## config.mk

```make
export PLATFORM = sky130hd
export DESIGN_NAME = pulse_swallow_div
export DESIGN_NICKNAME = d
export VERILOG_FILES = /design/src/rtl/swallow_pkg.sv /design/src/rtl/swallow_cfg_latch.sv /design/src/rtl/swallow_counters.sv /design/src/rtl/swallow_prescaler.sv /design/src/rtl/pulse_swallow_div.sv
export SDC_FILE = /design/constraint.sdc
export NUM_CORES = 1
export LEC_CHECK = 0
export CAP_MARGIN = 20
export CORE_MARGIN = 4
export CORE_UTILIZATION = 55
export CTS_BUF_LIST = sky130_fd_sc_hd__clkbuf_2
export DETAILED_ROUTE_END_ITERATION = 10
export GPL_ROUTABILITY_DRIVEN = 0
export MAX_ROUTING_LAYER = met4
export PLACE_DENSITY_LB_ADDON = 0.2
export SLEW_MARGIN = 25
export SYNTH_ARGS = -nofsm -noshare
export SYNTH_HDL_FRONTEND = slang
export SYNTH_HIERARCHICAL = 1
export SYNTH_SLANG_ARGS = --single-unit
```

## constraint.sdc

```tcl
create_clock -name clk -period 4.4 [get_ports clk]
set_input_delay 0.88 -clock clk [delete_from_list [all_inputs] [get_ports clk]]
set_output_delay 0.88 -clock clk [all_outputs]
set_load 0.005 [all_outputs]
```

## src/rtl/swallow_pkg.sv

```systemverilog
package swallow_pkg;
  localparam int A_W        = 6;
  localparam int B_W        = 12;
  localparam int PSEL_W     = 2;
  localparam int P_MIN_LOG2 = 3;
  // wide enough to hold the largest base modulus (P_MIN << (2**PSEL_W - 1))
  localparam int PRE_W      = P_MIN_LOG2 + (1 << PSEL_W);

  typedef struct packed {
    logic [PSEL_W-1:0] psel;
    logic [A_W-1:0]    a;
    logic [B_W-1:0]    b;
  } div_cfg_t;

  function automatic logic [PRE_W-1:0] base_modulus(input logic [PSEL_W-1:0] code);
    logic [PRE_W-1:0] one;
    one = PRE_W'(1);
    return one << (P_MIN_LOG2 + int'(code));
  endfunction

  function automatic logic cfg_invalid(input div_cfg_t c);
    logic [B_W-1:0] a_ext;
    a_ext = {{(B_W-A_W){1'b0}}, c.a};
    return (c.b < a_ext) || (c.b == '0);
  endfunction
endpackage

```

## src/rtl/swallow_cfg_latch.sv

```systemverilog
module swallow_cfg_latch
  import swallow_pkg::*;
(
  input  logic     clk,
  input  logic     rst,
  input  logic     reload,
  input  div_cfg_t cfg_in,
  output div_cfg_t cfg_q,
  output div_cfg_t cfg_eff,
  output logic     cfg_err
);
  // shadow copy only moves at a cycle boundary (or reset)
  always_ff @(posedge clk) begin
    if (rst || reload) begin
      cfg_q   <= cfg_in;
      cfg_err <= cfg_invalid(cfg_in);
    end
  end

  // settings governing the next prescaler period
  assign cfg_eff = reload ? cfg_in : cfg_q;
endmodule

```

## src/rtl/swallow_counters.sv

```systemverilog
module swallow_counters
  import swallow_pkg::*;
(
  input  logic           clk,
  input  logic           rst,
  input  logic           tc,
  input  div_cfg_t       cfg_in,
  input  div_cfg_t       cfg_eff,
  output logic           reload,
  output logic           plus1_next,
  output logic [A_W-1:0] a_cnt,
  output logic [B_W-1:0] b_cnt
);
  logic [A_W-1:0] a_next;
  logic [B_W-1:0] b_next;

  // last prescaler period of the cycle: main count at 1 (or 0 if B was 0)
  assign reload = tc && (b_cnt <= B_W'(1));

  always_comb begin
    a_next = a_cnt;
    b_next = b_cnt;
    if (reload) begin
      a_next = cfg_eff.a;
      b_next = cfg_eff.b;
    end else if (tc) begin
      a_next = (a_cnt != '0) ? a_cnt - A_W'(1) : a_cnt;
      b_next = b_cnt - B_W'(1);
    end
  end

  // swallow still pending => the coming period uses P+1
  assign plus1_next = (a_next != '0);

  always_ff @(posedge clk) begin
    if (rst) begin
      a_cnt <= cfg_in.a;
      b_cnt <= cfg_in.b;
    end else begin
      a_cnt <= a_next;
      b_cnt <= b_next;
    end
  end
endmodule

```

## src/rtl/swallow_prescaler.sv

```systemverilog
module swallow_prescaler
  import swallow_pkg::*;
(
  input  logic     clk,
  input  logic     rst,
  input  div_cfg_t cfg_in,
  input  div_cfg_t cfg_eff,
  input  logic     plus1_next,
  output logic     tc
);
  logic [PRE_W-1:0] pre_cnt;
  logic [PRE_W-1:0] start_rst;
  logic [PRE_W-1:0] start_run;

  // load value = modulus - 1, where modulus is P or P+1
  assign start_rst = base_modulus(cfg_in.psel) - PRE_W'(1) + PRE_W'(cfg_in.a != '0);
  assign start_run = base_modulus(cfg_eff.psel) - PRE_W'(1) + PRE_W'(plus1_next);

  always_ff @(posedge clk) begin
    if (rst)     pre_cnt <= start_rst;
    else if (tc) pre_cnt <= start_run;
    else         pre_cnt <= pre_cnt - PRE_W'(1);
  end

  assign tc = (pre_cnt == '0);
endmodule

```

## src/rtl/pulse_swallow_div.sv

```systemverilog
module pulse_swallow_div
  import swallow_pkg::*;
(
  input  logic              clk,
  input  logic              rst,
  input  logic [PSEL_W-1:0] psel,
  input  logic [A_W-1:0]    a_val,
  input  logic [B_W-1:0]    b_val,
  output logic              div_pulse,
  output logic              cfg_err
);
  div_cfg_t       cfg_in;
  div_cfg_t       cfg_q;
  div_cfg_t       cfg_eff;
  logic           tc;
  logic           reload;
  logic           plus1_next;
  logic [A_W-1:0] a_cnt;
  logic [B_W-1:0] b_cnt;

  assign cfg_in = '{psel: psel, a: a_val, b: b_val};

  swallow_cfg_latch u_cfg (
    .clk(clk), .rst(rst), .reload(reload), .cfg_in(cfg_in),
    .cfg_q(cfg_q), .cfg_eff(cfg_eff), .cfg_err(cfg_err)
  );

  swallow_counters u_cnt (
    .clk(clk), .rst(rst), .tc(tc), .cfg_in(cfg_in), .cfg_eff(cfg_eff),
    .reload(reload), .plus1_next(plus1_next), .a_cnt(a_cnt), .b_cnt(b_cnt)
  );

  swallow_prescaler u_pre (
    .clk(clk), .rst(rst), .cfg_in(cfg_in), .cfg_eff(cfg_eff),
    .plus1_next(plus1_next), .tc(tc)
  );

  always_ff @(posedge clk) begin
    if (rst) div_pulse <= 1'b0;
    else     div_pulse <= reload;
  end
endmodule

```

Word-level counts from Yosys, hierarchy flattened
Index checks and enable logic that the tools add are counted.
{ "totals": {"register_bits": 47, "input_bits": 22} }
{ "classes": {"add_sub_neg": 9, "magnitude_cmp": 2, "shift": 2, "n_mux": 10, "reduce_logical": 9} }
{ "ops": {"columns": ["op", "n"], "rows": [
  ["$shl 1x32->7 const A", 2],
  ["$mux 12", 3],
  ["$mux 6", 4],
  ["$sub 7x1->7 const B", 3],
  ["$mux 20", 1],
  ["$reduce_bool 6->1", 3],
  ["$add 7x1->7", 2],
  ["$mux 7", 2],
  ["$le 12x1->1 const B", 1],
  ["$logic_not 12->1", 1],
  ["$lt 12x6->1", 1],
  ["$sub 12x1->12 const B", 1],
  ["$logic_not 7->1", 1],
  ["$add 2x2->3 const A", 2],
  ["$sub 6x1->6 const B", 1],
  ["$reduce_bool 3->1", 1],
  ["$logic_or 1x1->1", 2],
  ["$logic_and 1x1->1", 1]
]} }

Depth between registers and ports, before layout
Gate-level depths: netlist (run 1).
{ "depth": {"ltp_word": 9, "mapped_depth": 20} }

Hierarchy
Netlist (run 1), hierarchy kept.
{ "by_module_without_submodules": {"columns": ["mod", "n_inst", "cells_per_inst", "area_per_inst_um2", "seq_area_each_um2"], "rows": [
  ["swallow_counters", 1, 157, 1416.4, 480.5],
  ["swallow_cfg_latch", 1, 64, 1042.2, 630.6],
  ["swallow_prescaler", 1, 67, 565.5, 140.1],
  ["pulse_swallow_div", 1, 2, 33.8, 20.0]
]} }

Least setup slack after synthesis (run 1)
Ideal clock, no wire load.
{ "synth_path": {"kind": "register -> register", "start": "register u_pre.pre_cnt[0]", "end": "register u_pre.pre_cnt[6]", "setup_time_ns": 0.122, "arrival_time_ns": 4.108, "required_ns": 4.278, "path_slack_ns": 0.170, "path_stages_with_launch": 21, "n_path_buf": 2, "period_less_slack_ns": 4.230, "path_cell_list": "dfxtp_1 -> inv_1 -> ha_1 -> nor2b_1 -> and2_1 -> buf_4 -> nor4b_2 -> o2111ai_2 -> inv_2 -> clkbuf_1 -> mux2_1 -> or4_1 -> nor2_1 -> o221ai_2 -> inv_1 -> ha_1 -> ha_1 -> nand2b_1 -> o22ai_1 -> a21oi_1 -> o21ai_0"} }
{ "synth_lines": {"columns": ["item", "line_no", "text"], "rows": [
  ["start: declaration", "swallow_prescaler.sv:11", "logic [PRE_W-1:0] pre_cnt;"],
  ["start signal: assignment", "swallow_prescaler.sv:20", "if (rst) pre_cnt <= start_rst;"],
  ["start signal: assignment", "swallow_prescaler.sv:21", "else if (tc) pre_cnt <= start_run;"],
  ["start signal: assignment", "swallow_prescaler.sv:22", "else pre_cnt <= pre_cnt - PRE_W'(1);"]
]} }

==> results by group, run 1 <==
Critical path
  – Worst path required time: around 4.7 ns
  – Worst path slowest cell: or4_1
  – Data arrival, critical path: approximately 4.4 ns
  – Slowest stage delay, CP: 0.52 ns
  – Critical path peak fanout: 10
  – WS Path Type: register to register
  – R2R Path Start: u_pre/pre_cnt[0]$_DFF_P_
  – Family with the most delay on the worst path: simple AND/OR/NAND/NOR gates
  – Flop-to-flop setup slack: around 0.32 ns
  – CP bufs+invs: 3
  – Reg2Reg Depth: 18
  – CP Capture Type: register
  – Crit path from: u_pre/pre_cnt[0]$_DFF_P_
  – Worst r2r dst: u_pre/pre_cnt[6]$_DFF_P_
  – CP startpoint kind: register
  – Most used cell, CP: ha_1
  – Crit-path cells: inv_1 > ha_1 > nor2b_1 > and2_1 > nor4b_2 > o2111ai_2 > inv_2 > mux2_1 > or4_1 > nor2_1 > o221ai_2 > inv_1 > ha_1 > ha_1 > nand2b_1 > o22ai_1 > a21oi_1 > o21ai_0

STA
  – Max_slew headroom: 0.376
  – Final worst-path cycle share: 0.928
  – Period minus WS final: about 4 ns
  – Final WS setup: 0.315 ns
  – Hold slack: 0.573 ns
  – Final count of negative-setup-slack endpoints: 0
  – RSZ-0062 raised after global routing: false
  – Max-slew violations: 0
  – Skew final: between 0.02 and 0.025 ns
  – Final Hold Fails: 0
  – Maximum clock rate: 245 MHz
  – Setup TNS Final: 0 ns
  – Worst slew pin tran: about 0.94 ns

Global routing
  – Initial antenna violation count: 0
  – Total GRT Usage: 0.211
  – Gr ovfl total: 0
  – Largest net degree at the start of global routing: 27
  – First-pass GRT wire length: about 11 mm
  – Number of global-route vias before repair: about 2200

Floorplanning
  – Row count: 26
  – Initial Util: 0.584
  – Die area: slightly below 7000 µm²
  – I/O Pins: 24
  – Die Wd: 82.6 µm
  – Chip height: 82.6 µm
  – Core Area: 5240 µm²

Synth
  – Yosys top cell by area: edfxtp_1
  – Synthesis-stage register bit count: 47
  – Cell Area, Synth: approximately 3100 µm²
  – Ys flop type: edfxtp_1
  – Post-synth EDFFs: 33
  – Top cell type's share of synthesized area: 0.324
  – Post-synthesis cell type count: 63
  – Yosys warns: 6
  – FFs w/ async S/R, synth: 0
  – Sequential share of the synthesized area: 0.416
  – Top cells by area in the synthesized netlist: edfxtp_1 32%, dfxtp_1 9.2%, ha_1 6.1%, mux2_2 5.2%, mux2_1 4.1%
  – Mean cell area of the mapped netlist: around 11 µm²
  – Syn Inst Count: between 200 and 300

Clocking
  – CTS Buffer Depth: 2
  – Root buffer cell: clkbuf_2
  – Number of buffers inserted by post-CTS setup repair: 0
  – CTS Hold Buffers Added: 0
  – Clk_lat worst skew: 0.42 ns
  – Clk slew on worst S/H paths: between 0.2 and 0.25 ns
  – Num CTS Buffers: 5
  – CTS tree: yes
  – Post-CTS Resized: 0
  – Htree depth: 2
  – CTS sink cnt: 47

Layout
  – Most frequent cells in the layout: 33 x edfxtp_1, 26 x nand2_1, 22 x clkdlybuf4s50_1
  – Ant. Diodes: 0
  – Syn-to-layout area delta: 11.1%
  – Multi-input logic area: 1670 µm²
  – Register area: roughly 1300 µm²
  – Commonest non-fill, non-tap cell in the layout: edfxtp_1
  – Non-filler cells, final: between 300 and 400
  – Final nets: between 300 and 400
  – Fillers: about 440
  – Layout cells sized above 1: 0.151

Drt
  – DR WL/cell: 16.5 µm
  – Vias post-DR: between 2000 and 2500
  – Total wire length: ~6.4 mm
  – Vias/cell: 5.87
  – Antenna viol nets, final: 0
  – Residual DRC: 0
  – Number of DRC violations after detailed-routing iteration 0: 136
  – First drt pass iteration count: 4

Power and ir drop
  – Power per cell area: 313 nW/µm²
  – P_leak: between 1 and 1.5 nW
  – Max VDD drop: around 0.00023 V

Worst hold path
  – Hold depth: 2
  – Worst Hold Endpoint: u_pre/pre_cnt[5]$_DFF_P_
  – HP Class: register to register
  – Hold path start: u_pre/pre_cnt[5]$_DFF_P_

Status
  – Status: finished clean

Run
  – Max cap viols: 0

Placed design
  – Dpl hpwl: around 4.7 mm
  – Placed Cells: between 300 and 400
  – Post-Place Worst Slack: approximately 0.38 ns
  – Port Buf Inserts: 23
-- Yosys cell counts (2+ instances only) --
master / instances
nor3b_1: 3
ha_1: 15
a21oi_1: 10
nor3_1: 6
mux2i_1: 9
or4_1: 7
or4b_4: 2
dfxtp_1: 14
nor4_2: 3
xor2_1: 5
a31oi_1: 2
xnor2_1: 8
clkbuf_1: 6
nand3_1: 3
nor2_1: 13
inv_1: 15
buf_2: 3
mux2_1: 11
nor2b_1: 2
o21a_1: 2
nand2_1: 26
o22ai_1: 2
buf_6: 2
nor4b_1: 2
o31ai_1: 5
o21ai_0: 10
o21ai_1: 16
a21o_1: 2
o2111ai_1: 2
or4_4: 2
edfxtp_1: 33
a211oi_1: 5
mux2_2: 14
-- worst min-delay path, stage by stage (launching register included) --
cell,delay [ns]
dfxtp_1,0.39
o21ai_0,0.08
a32oi_1,0.09
-- routing by layer --
metal  up-vias  global-route usage  part of all wire
met4         0              0.0572            0.0072
met2        40               0.342              0.50
met1      1090               0.270              0.46
met3         6              0.0434             0.034
li1       1136                   -                 -
met5         -                   -                 0
-- area by class of cell --
cell class,instances,area share
sequential,47,0.374
tap,70,0.0258
multi-input combinational,218,0.492
inverter,16,0.0177
timing repair buffer,28,0.0773
clock buffer,5,0.00737
clock inverter,3,0.00589
-- kinds of logic after synthesis --
logic type | count (synthesis) | share of synthesized area
DFF | 47 | 0.416
buffers and inverters | 28 | 0.0417
muxes | 34 | 0.122
AOI/OAI and AO/OA | 70 | 0.155
and+or+nand+nor | 82 | 0.166
xor gates and xnor gates | 13 | 0.0372
other | 1 | 0.00123
adders and majority gates | 15 | 0.0614
-- through the flow --
| step | power, mW | instance area [µm²] | util |
|---|---|---|---|
| final | 1.06 | 3400 | 0.649 |
| after CTS | 1.07 | 3400 | 0.649 |
| after global routing | 1.14 | 3400 | 0.649 |
| after floorplan | 0.792 | 3070 | - |
| after detailed placement | 0.886 | 3350 | 0.640 |
| after global placement | 0.877 | 3350 | 0.640 |
-- registers in the layout (all words and copies together) (netlist names) --
| register | flops |
|---|---|
| div_pulse | 1 |
| u_cfg/cfg_err | 1 |
| u_cfg/cfg_q | 20 |
| u_cnt/a_cnt | 6 |
| u_cnt/b_cnt | 12 |
| u_pre/pre_cnt | 7 |
-- where the power goes --
part	switching, mW	total, mW	internal [mW]
Clock	0.144	0.182	0.0382
Combinational	0.149	0.289	0.139
Sequential	0.0570	0.592	0.535
-- how the worst max path moves through the flow --
| stage | to | depth (start not counted) |
|---|---|---|
| 3_5_place_dp | u_pre/pre_cnt[6]$_DFF_P_ | 18 |
| 3_3_place_gp | u_pre/pre_cnt[6]$_DFF_P_ | 18 |
| 6_report | u_pre/pre_cnt[6]$_DFF_P_ | 18 |
| 2_1_floorplan | u_pre/pre_cnt[6]$_DFF_P_ | 20 |
| 5_1_grt | u_pre/pre_cnt[6]$_DFF_P_ | 18 |
| 4_1_cts | u_pre/pre_cnt[6]$_DFF_P_ | 18 |
Note: power is estimated with default switching activity, not from simulation.
==> inputs of run 2 (changes only) <==
--- a/config.mk
+++ b/config.mk
@@ -11,8 +11,10 @@
 export CTS_BUF_LIST = sky130_fd_sc_hd__clkbuf_2
 export DETAILED_ROUTE_END_ITERATION = 10
 export GPL_ROUTABILITY_DRIVEN = 0
+export HOLD_SLACK_MARGIN = 0.06
 export MAX_ROUTING_LAYER = met4
 export PLACE_DENSITY_LB_ADDON = 0.2
+export REMOVE_ABC_BUFFERS = 1
 export SLEW_MARGIN = 25
 export SYNTH_ARGS = -nofsm -noshare
 export SYNTH_HDL_FRONTEND = slang
==> run 2 against run 1 <==
  * Sequential share of layout area down 0.083 points
  * Die area unchanged
  * Largest power group unchanged
  * Sequential power about the same
  * Clock power up 8%
  * Combinational power about the same
  * Non-clock buffer count unchanged
  * Register-to-register slack better by 0.09 ns
  * Sequential cell count unchanged
  * Global-route usage down 0.061 points
  * Fmax up 2.1%
==> results by group, run 2 (synthesis gave the netlist of run 1 again) <==
Placed design
  – Post-Place Worst Slack: 0.340 ns (was 0.383 ns)
  – Port Buf Inserts: 23 (unchanged)
  – Dpl hpwl: 4.59 mm (was 4.66 mm)

Worst hold path
  – HP Class: register to register (unchanged)

Critical path
  – Critical path peak fanout: 14 (was 10)
  – Worst path required time: 4.75 ns (was 4.72 ns)
  – Data arrival, critical path: 4.35 ns (was 4.41 ns)
  – CP startpoint kind: register (unchanged)
  – Most used cell, CP: ha_1 (unchanged)
  – Family with the most delay on the worst path: simple AND/OR/NAND/NOR gates (unchanged)
  – Slowest stage delay, CP: 0.52 ns (about the same)
  – CP bufs+invs: 3 (unchanged)
  – CP Capture Type: register (unchanged)
  – Crit-path cells: inv_1 > ha_1 > nor2b_2 > and2_1 > nor4b_2 > o2111ai_2 > clkinv_2 > mux2_1 > or4_1 > nor2_1 > o221ai_2 > inv_1 > ha_1 > ha_1 > nand2b_1 > o22ai_1 > a21oi_1 > o21ai_0 (was inv_1 > ha_1 > nor2b_1 > and2_1 > nor4b_2 > o2111ai_2 > inv_2 > mux2_1 > or4_1 > nor2_1 > o221ai_2 > inv_1 > ha_1 > ha_1 > nand2b_1 > o22ai_1 > a21oi_1 > o21ai_0)
  – WS Path Type: register to register (unchanged)
  – Worst path slowest cell: or4_1 (unchanged)

Floorplanning
  – Core Area: 5240 µm² (unchanged)
  – Die area: 6820 µm² (unchanged)
  – Chip height: 82.6 µm (unchanged)
  – I/O Pins: 24 (unchanged)
  – Die Wd: 82.6 µm (unchanged)
  – Row count: 26 (unchanged)
  – Initial Util: 0.584 (unchanged)

Layout
  – Syn-to-layout area delta: 11.3% (was 11.1%)
  – Ant. Diodes: 0 (unchanged)
  – Commonest non-fill, non-tap cell in the layout: edfxtp_1 (unchanged)
  – Biggest register: u_cfg/cfg_q (unchanged)
  – Layout cells sized above 1: 0.161 (was 0.151)
  – Most frequent cells in the layout: 33 x edfxtp_1, 26 x nand2_1, 22 x clkdlybuf4s50_1 (unchanged)
  – Largest regs: u_cfg/cfg_q (20), u_cnt/b_cnt (12), u_pre/pre_cnt (7) (unchanged)
  – Max reg flops: 20 (unchanged)
  – Final nets: 353 (unchanged)

STA
  – Final Hold Fails: 0 (unchanged)
  – Maximum clock rate: 250 MHz (was 245 MHz)
  – Max_slew headroom: 0.541 (was 0.376)
  – Max-slew violations: 0 (unchanged)
  – RSZ-0062 raised after global routing: false (unchanged)
  – Period minus WS final: 4.00 ns (was 4.08 ns)
  – Hold slack: 0.577 ns (was 0.573 ns)
  – Worst slew pin tran: 0.687 ns (was 0.936 ns)
  – Final count of negative-setup-slack endpoints: 0 (unchanged)
  – Final worst-path cycle share: 0.909 (was 0.928)
  – Skew final: 0.0411 ns (was 0.0219 ns)
  – Final WS setup: 0.401 ns (was 0.315 ns)

Global routing
  – Initial antenna violation count: 0 (unchanged)
  – Gr ovfl total: 0 (unchanged)
  – First-pass GRT wire length: 10.5 mm (about the same)
  – Number of global-route vias before repair: 2248 (was 2203)
  – Largest net degree at the start of global routing: 48 (was 27)
  – Total GRT Usage: 0.211 (about the same)

Run
  – Max cap viols: 0 (unchanged)

Drt
  – Antenna viol nets, final: 0 (unchanged)
  – First drt pass iteration count: 5 (was 4)
  – Vias post-DR: 2333 (was 2272)
  – Residual DRC: 0 (unchanged)
  – DR WL/cell: 17.2 µm (was 16.5 µm)
  – Number of DRC violations after detailed-routing iteration 0: 138 (was 136)
  – Vias/cell: 6.03 (was 5.87)
  – Total wire length: 6.66 mm (was 6.39 mm)

Clocking
  – Clk slew on worst S/H paths: 0.24 ns (about the same)
  – CTS Buffer Depth: 2 (unchanged)
  – Post-CTS Resized: 0 (unchanged)
  – CTS sink cnt: 47 (unchanged)
  – Clk_lat worst skew: 0.46 ns (was 0.42 ns)
  – Htree depth: 2 (unchanged)
  – CTS Hold Buffers Added: 0 (unchanged)
  – Root buffer cell: clkbuf_2 (unchanged)
  – Number of buffers inserted by post-CTS setup repair: 0 (unchanged)
  – CTS tree: yes (unchanged)
  – Num CTS Buffers: 5 (unchanged)

Power and ir drop
  – Max VDD drop: 0.000174 V (was 0.000230 V)
  – P_leak: 1.30 nW (about the same)
  – Power per cell area: 317 nW/µm² (was 313 nW/µm²)
  – Tot Pwr: 1.08 mW (was 1.06 mW)

Status
  – Status: finished clean (unchanged)
==> run 2: cell count changes in the layout (fill, tap and decap cells not counted), sizes merged <==
cell	previous run	this run
clkinvlp	1	2
clkinv	2	1
==> run 2: metrics by stage <==
step | TNS [ns] | utilization | instance area [µm²] | cells
global placement | 0 | 0.640 | 3350 | 379
finish | 0 | 0.650 | 3400 | 387
global route | 0 | 0.650 | 3400 | 387
floorplan | -0.772 | - | 3000 | 281
CTS | 0 | 0.649 | 3400 | 387
detailed placement | 0 | 0.640 | 3350 | 379
==> run 2: cell type report <==
class / count / area, µm²
flip-flops and latches: 47 / 1270
repair buffers: 28 / 263
inverters: 16 / 61.3
clock inverters: 3 / 23.8
fillers: 426 / 1830
multi-input cells: 218 / 1670
clock buffers: 5 / 25.0
well taps: 70 / 87.6
==> run 2: worst paths after layout <==
path	startpoint	to	slack, ns	cells after the start
worst max register to register	u_pre/pre_cnt[0]$_DFF_P_	u_pre/pre_cnt[6]$_DFF_P_	0.40	18
worst max-delay path	u_pre/pre_cnt[0]$_DFF_P_	u_pre/pre_cnt[6]$_DFF_P_	0.40	18
worst min-delay path	u_pre/pre_cnt[5]$_DFF_P_	u_pre/pre_cnt[5]$_DFF_P_	0.58	2
worst min register to register	u_pre/pre_cnt[5]$_DFF_P_	u_pre/pre_cnt[5]$_DFF_P_	0.58	2
==> run 2: report_power, final <==
part / internal, mW / switching [mW]
registers: 0.535 / 0.0562
logic: 0.140 / 0.149
clock network: 0.0407 / 0.156
total: 0.716 / 0.362
==> run 2: tightest hold or removal path, cell delays in order (launching register included) <==
cell and delay, ns:
dfxtp_1 0.39, o21ai_0 0.08, a32oi_1 0.10
==> run 2: layer usage <==
metal | GRT usage | routed length [µm]
met1 | 0.259 | 2980
met2 | 0.341 | 3280
met3 | 0.0390 | 292
met4 | 0.0866 | 108
met5 | - | 0
